--- config.mk ---
export PLATFORM = sky130hd
export DESIGN_NAME = mfidx_counter_top
export DESIGN_NICKNAME = d
export VERILOG_FILES = /design/src/rtl/mfidx_pkg.sv /design/src/rtl/mfidx_port_idle.sv /design/src/rtl/mfidx_stop_detect.sv /design/src/rtl/mfidx_index_reg.sv /design/src/rtl/mfidx_counter_top.sv
export SDC_FILE = /design/constraint.sdc
export NUM_CORES = 1
export LEC_CHECK = 0
export ABC_CLOCK_PERIOD_IN_PS = 1730
export BUFFER_PORTS_ARGS = -buffer_cell sky130_fd_sc_hd__buf_2
export CAP_MARGIN = 30
export CORE_ASPECT_RATIO = 1.25
export CORE_MARGIN = 5
export CORE_UTILIZATION = 45
export CTS_CLUSTER_SIZE = 30
export DETAILED_ROUTE_END_ITERATION = 6
export HOLD_SLACK_MARGIN = 0.15
export PLACE_DENSITY = 0.72
export SLEW_MARGIN = 5
export SYNTH_ARGS = -nofsm -noshare
export SYNTH_HDL_FRONTEND = slang
export SYNTH_SLANG_ARGS = --single-unit
--- constraint.sdc ---
create_clock -name clk -period 1.73 [get_ports clk]
set_input_delay 0.2595 -clock clk [delete_from_list [all_inputs] [get_ports clk]]
set_output_delay 0.2595 -clock clk [all_outputs]
set_load 0.02 [all_outputs]
--- src/rtl/mfidx_pkg.sv ---
package mfidx_pkg;
  localparam int PST_W = 3;

  typedef enum logic [PST_W-1:0] {
    PST_DISCON   = 3'd0,
    PST_DISABLED = 3'd1,
    PST_POWEROFF = 3'd2,
    PST_U0       = 3'd3,
    PST_U3       = 3'd4
  } pst_e;

  // Idle regardless of the U3 control.
  function automatic logic pst_base_idle(logic [PST_W-1:0] code);
    return (code == PST_DISCON) || (code == PST_DISABLED) || (code == PST_POWEROFF);
  endfunction

  function automatic logic pst_in_u3(logic [PST_W-1:0] code);
    return code == PST_U3;
  endfunction
endpackage

--- src/rtl/mfidx_port_idle.sv ---
module mfidx_port_idle
  import mfidx_pkg::*;
#(
  parameter int NPORTS = 4
) (
  input  logic [NPORTS*PST_W-1:0] port_state,
  input  logic                    u3_idle_en,
  output logic [NPORTS-1:0]       base_vec,
  output logic [NPORTS-1:0]       u3_vec,
  output logic [NPORTS-1:0]       idle_vec
);
  for (genvar p = 0; p < NPORTS; p++) begin : g_port
    logic [PST_W-1:0] code;
    assign code        = port_state[p*PST_W +: PST_W];
    assign base_vec[p] = pst_base_idle(code);
    assign u3_vec[p]   = pst_in_u3(code);
    assign idle_vec[p] = base_vec[p] | (u3_idle_en & u3_vec[p]);
  end
endmodule

--- src/rtl/mfidx_stop_detect.sv ---
module mfidx_stop_detect #(
  parameter int NPORTS = 4
) (
  input  logic [NPORTS-1:0] idle_vec,
  output logic              all_idle
);
  assign all_idle = &idle_vec;
endmodule

--- src/rtl/mfidx_index_reg.sv ---
module mfidx_index_reg #(
  parameter int IDX_W = 14
) (
  input  logic             clk,
  input  logic             rst_n,
  input  logic             hc_reset,
  input  logic             adv,
  input  logic             wrap_evt_en,
  output logic [IDX_W-1:0] index,
  output logic             wrap_pulse,
  output logic             at_top
);
  localparam logic [IDX_W-1:0] IDX_MAX = {IDX_W{1'b1}};

  function automatic logic [IDX_W-1:0] idx_inc(logic [IDX_W-1:0] v);
    return (v == IDX_MAX) ? '0 : v + 1'b1;
  endfunction

  assign at_top = (index == IDX_MAX);

  always_ff @(posedge clk or negedge rst_n) begin
    if (!rst_n) begin
      index      <= '0;
      wrap_pulse <= 1'b0;
    end else if (hc_reset) begin
      index      <= '0;
      wrap_pulse <= 1'b0;
    end else begin
      wrap_pulse <= adv & at_top & wrap_evt_en;
      if (adv) index <= idx_inc(index);
    end
  end


  adv_step_chk: assert property (@(posedge clk) disable iff (!rst_n)
    (adv && !hc_reset && !at_top) |=> (index == $past(index) + 1'b1));

  rollover_chk: assert property (@(posedge clk) disable iff (!rst_n)
    (adv && !hc_reset && at_top) |=> (index == '0));

  hold_chk: assert property (@(posedge clk) disable iff (!rst_n)
    (!adv && !hc_reset) |=> $stable(index));

  pulse_width_chk: assert property (@(posedge clk) disable iff (!rst_n)
    wrap_pulse |=> !wrap_pulse);

  pulse_at_zero_chk: assert property (@(posedge clk) disable iff (!rst_n)
    wrap_pulse |-> (index == '0));

  pulse_gated_chk: assert property (@(posedge clk) disable iff (!rst_n)
    !wrap_evt_en |=> !wrap_pulse);

  hcrst_chk: assert property (@(posedge clk) disable iff (!rst_n)
    hc_reset |=> (index == '0 && !wrap_pulse));
endmodule

--- src/rtl/mfidx_counter_top.sv ---
module mfidx_counter_top
  import mfidx_pkg::*;
#(
  parameter int IDX_W  = 14,
  parameter int NPORTS = 4
) (
  input  logic                    clk,
  input  logic                    rst_n,
  input  logic                    hc_reset,
  input  logic                    run,
  input  logic                    mf_tick,
  input  logic                    wrap_evt_en,
  input  logic                    u3_idle_en,
  input  logic [NPORTS*PST_W-1:0] port_state,
  output logic [IDX_W-1:0]        index,
  output logic                    wrap_pulse
);
  logic [NPORTS-1:0] base_vec, u3_vec, idle_vec;
  logic              all_idle, adv, at_top;

  mfidx_port_idle #(.NPORTS(NPORTS)) u_idle (
    .port_state(port_state), .u3_idle_en(u3_idle_en),
    .base_vec(base_vec), .u3_vec(u3_vec), .idle_vec(idle_vec)
  );

  mfidx_stop_detect #(.NPORTS(NPORTS)) u_stop (
    .idle_vec(idle_vec), .all_idle(all_idle)
  );

  assign adv = mf_tick & run & ~all_idle;

  mfidx_index_reg #(.IDX_W(IDX_W)) u_idx (
    .clk(clk), .rst_n(rst_n), .hc_reset(hc_reset), .adv(adv),
    .wrap_evt_en(wrap_evt_en), .index(index), .wrap_pulse(wrap_pulse),
    .at_top(at_top)
  );


  u3_active_chk: assert property (@(posedge clk) disable iff (!rst_n)
    (!u3_idle_en && (|u3_vec)) |-> !all_idle);

  u3_idle_chk: assert property (@(posedge clk) disable iff (!rst_n)
    (u3_idle_en && (&(base_vec | u3_vec))) |-> all_idle);

  active_code_chk: assert property (@(posedge clk) disable iff (!rst_n)
    (|(~base_vec & ~u3_vec)) |-> !all_idle);

  stopped_hold_chk: assert property (@(posedge clk) disable iff (!rst_n)
    (all_idle && !hc_reset) |=> $stable(index));
endmodule

==> flow_metrics.tcl <==
set metrics [dict create \
    synth_top_family_by_area "simple AND/OR/NAND/NOR gates" \
    slew_viol_final 0 \
    r2r_slack_ns 0.09 \
    synth_compound_area_share_pct 22.6 \
    cap_violations 0 \
    finalHoldViolations 0 \
    clock_skew_ns 0.00367 \
    final_cells 169 \
    globalRouteOverflowTotal 0 \
    yosysUniqueCellTypes 36 \
    reg2regPathDepth 5 \
    timing.rr.end "u_idx.index[13]" \
    crit_path_start "u_idx.index[3]" \
    port_buffers 33 \
    synth_fa_ha_area_share_pct 1.34 \
    ant_nets 0 \
    die_h_um 60.9 \
    end_kind "flop" \
    rsz0062_at_grt "no" \
    max_freq_mhz 611 \
    synth-simple-area-share_pct 31.5 \
    io_pins 34 \
    crit_arrival_ns 1.82 \
    synth_seq_area_share_pct 40.3 \
    finalCritPeriodShare_pct 94.6 \
    cp_cell_sequence "and4_1, and3_2, a31oi_1, and3_1, a221o_1" \
    place_inst 164 \
    ys_seq_elements 15 \
    via_per_inst 5.89 \
    p_per_area_mw_per_mm2 544 \
    synth_fp_nets 125 \
    wl_mm 2.57 \
    avgSynthCellArea_um2 8.87 \
    clock_path_buffers 2 \
    diodes 0 \
    ctsHtreeMaxLevel 1 \
    yosys-top-cells-area "dfrtp_1 (40%), a21oi_1 (6.5%), o21ai_0 (3.8%)" \
    grt_max_degree 22 \
    fin_util_pct 61.3 \
    irDropWorstVdd_mv 0.375 \
    endpoint "u_idx.index[13]" \
    syn2layout_area_growth_pct 30.5 \
    rows 18 \
    cts_tree "built" \
    cpMaxStageDelayCell "dfrtp_1" \
    whs_ns 0.257 \
    synth_commonest_cells "dfrtp_1 (15), a21oi_1 (12), nor2_1 (8)" \
    drtIter0Drc 21 \
    grt_pass1_wl_mm 4.41 \
    drc_errors 0 \
    status "finished clean" \
    leakagePower_uw 0.000612 \
    slowest_delay_ns 0.46 \
    clk_pin_slew_ns 0.09 \
    layout-drive-gt1-share_pct 35.6 \
    detail_route.wl_per_cell_um 15.2 \
    track_usage_pct 18.6 \
    async_flop_share_pct 100 \
    relSlewSlack_pct 68.8 \
    final_nets 170 \
    syn_inst 105 \
    synth_xor_area_share_pct 0 \
    cts.sinks 15 \
    clk_latency_ns 0.28 \
    grt_pass1_vias 974 \
    worstSetupStartpointType "flop" \
    post_cts_resized 0 \
    yosysTopAreaCell "dfrtp_1" \
    antenna_found_initial 0 \
    timing.setup.tns_ns 0 \
    numCtsBuffers 3 \
    yosysWarnings 0 \
    synthMuxAreaShare_pct 1.21 \
    hp-class "in -> reg" \
    first_pass_iters 5 \
    die_area_mm2 0.00308 \
    fin_crit_ns 1.64 \
    finalSetupViolations 0 \
    synthMostInstantiatedCell "dfrtp_1" \
    worst_pin_slew_ns 0.465 \
    yosys.area.top_type_share_pct 40.3 \
    syn-cell-area_um2 931 \
    ys.flop_type "dfrtp_1" \
    r2r_start "u_idx.index[3]" \
    dp_hpwl_mm 2.00 \
    die_w_um 50.7 \
    path_max_fanout 7 \
    place_congestion 0.783 \
    required_ns 1.91 \
    vias 995 \
    initial_core_util_pct 47.0 \
    cts_root_buffer "clkbuf_4" \
    critical_path_class "reg -> reg" \
    synth_edf_count 0 \
    coreArea_mm2 0.00198 \
]
where the power goes:
| group | switching (uW) | leakage, uW | internal, uW |
|---|---|---|---|
| registers | 6.87 | 0.000209 | 355 |
| logic | 53.1 | 0.000388 | 38.6 |
| clock network | 118 | 0.0000150 | 89.6 |
cells in the final DEF, fill, tap and decap left out, drive strengths merged:
cell	Yosys	final
or4b	1	1
inv	3	3
ha	1	1
nor2	8	8
and3	3	3
nor4	2	2
nor3b	4	4
and4	1	1
or4	1	1
dfrtp	15	15
buf	2	43
o22ai	2	2
a311oi	1	1
nand2	7	7
mux2	1	1
o21ai	7	7
nand3	4	4
o211ai	1	1
nor2b	2	2
a21oi	12	12
nand4	4	4
nand3b	2	2
clkbuf	2	4
o211a	2	2
a41o	1	1
or3	5	5
nand2b	1	1
a31oi	3	3
and4b	1	1
dlygate4sd3	0	1
a31o	2	2
a221o	2	2
nor3	2	2
worst min path at each step:
stage / to / slack, ns / start / cells past startpoint
floorplan: u_idx.index[0] / -0.04 / rst_n / 0
global placement: u_idx.index[5] / 0.19 / rst_n / 1
detailed placement: u_idx.wrap_pulse / 0.19 / rst_n / 1
CTS: u_idx.wrap_pulse / 0.25 / wrap_evt_en / 2
global route: u_idx.wrap_pulse / 0.25 / wrap_evt_en / 2
finish: u_idx.wrap_pulse / 0.26 / wrap_evt_en / 2
layer usage:
| metal | GRT usage, % | wire length, um | up-vias |
|---|---|---|---|
| li1 | - | - | 494 |
| met1 | 21.3 | 1030 | 472 |
| met2 | 33.3 | 1350 | 27 |
| met3 | 3.44 | 161 | 2 |
| met4 | 8.76 | 21 | 0 |
| met5 | 0 | 0 | - |
through the flow:
stage | setup slack [ns] | area (um^2) | power, uW
2_1_floorplan | 0.0345 | 931 | 409
3_3_place_gp | 0.0467 | 1180 | 456
3_5_place_dp | -0.0246 | 1180 | 459
4_1_cts | 0.0937 | 1210 | 667
5_1_grt | 0.00356 | 1210 | 702
6_report | 0.0930 | 1210 | 660
registers in the layout (all words and copies together) (netlist names):
signal            cells
u_idx.index          14
u_idx.wrap_pulse      1
what timing repair did:
item,4_1_cts,5_1_grt
endpoints found under the hold margin,15,0
setup endpoints to repair,0,0
setup buffers,0,0
hold buffers,1,0
kinds of logic (layout without fill, tap and decap cells):
logic type,Yosys count,count (layout)
and+or+nand+nor,48,48
AOI/OAI and AO/OA,33,33
buffers and inverters,7,51
adders and majority gates,1,1
muxes,1,1
DFF,15,15
worst max-delay path: cells and delay by family (launching register included):
| kind | cells | cell delay [ns] |
|---|---|---|
| flip-flops | 1 | 0.46 |
| AND/OR/NAND/NOR | 3 | 0.70 |
| AO/OA/AOI/OAI | 2 | 0.37 |
cell type report:
type                       count  area (um^2)
fill                         192          767
multi-input combinational     83          527
sequential                    15          375
timing repair buffer          44          250
clock buffer                   4         26.3
tap                           20         25.0
inverter                       3         11.3
(Power assumes the default switching activity.)
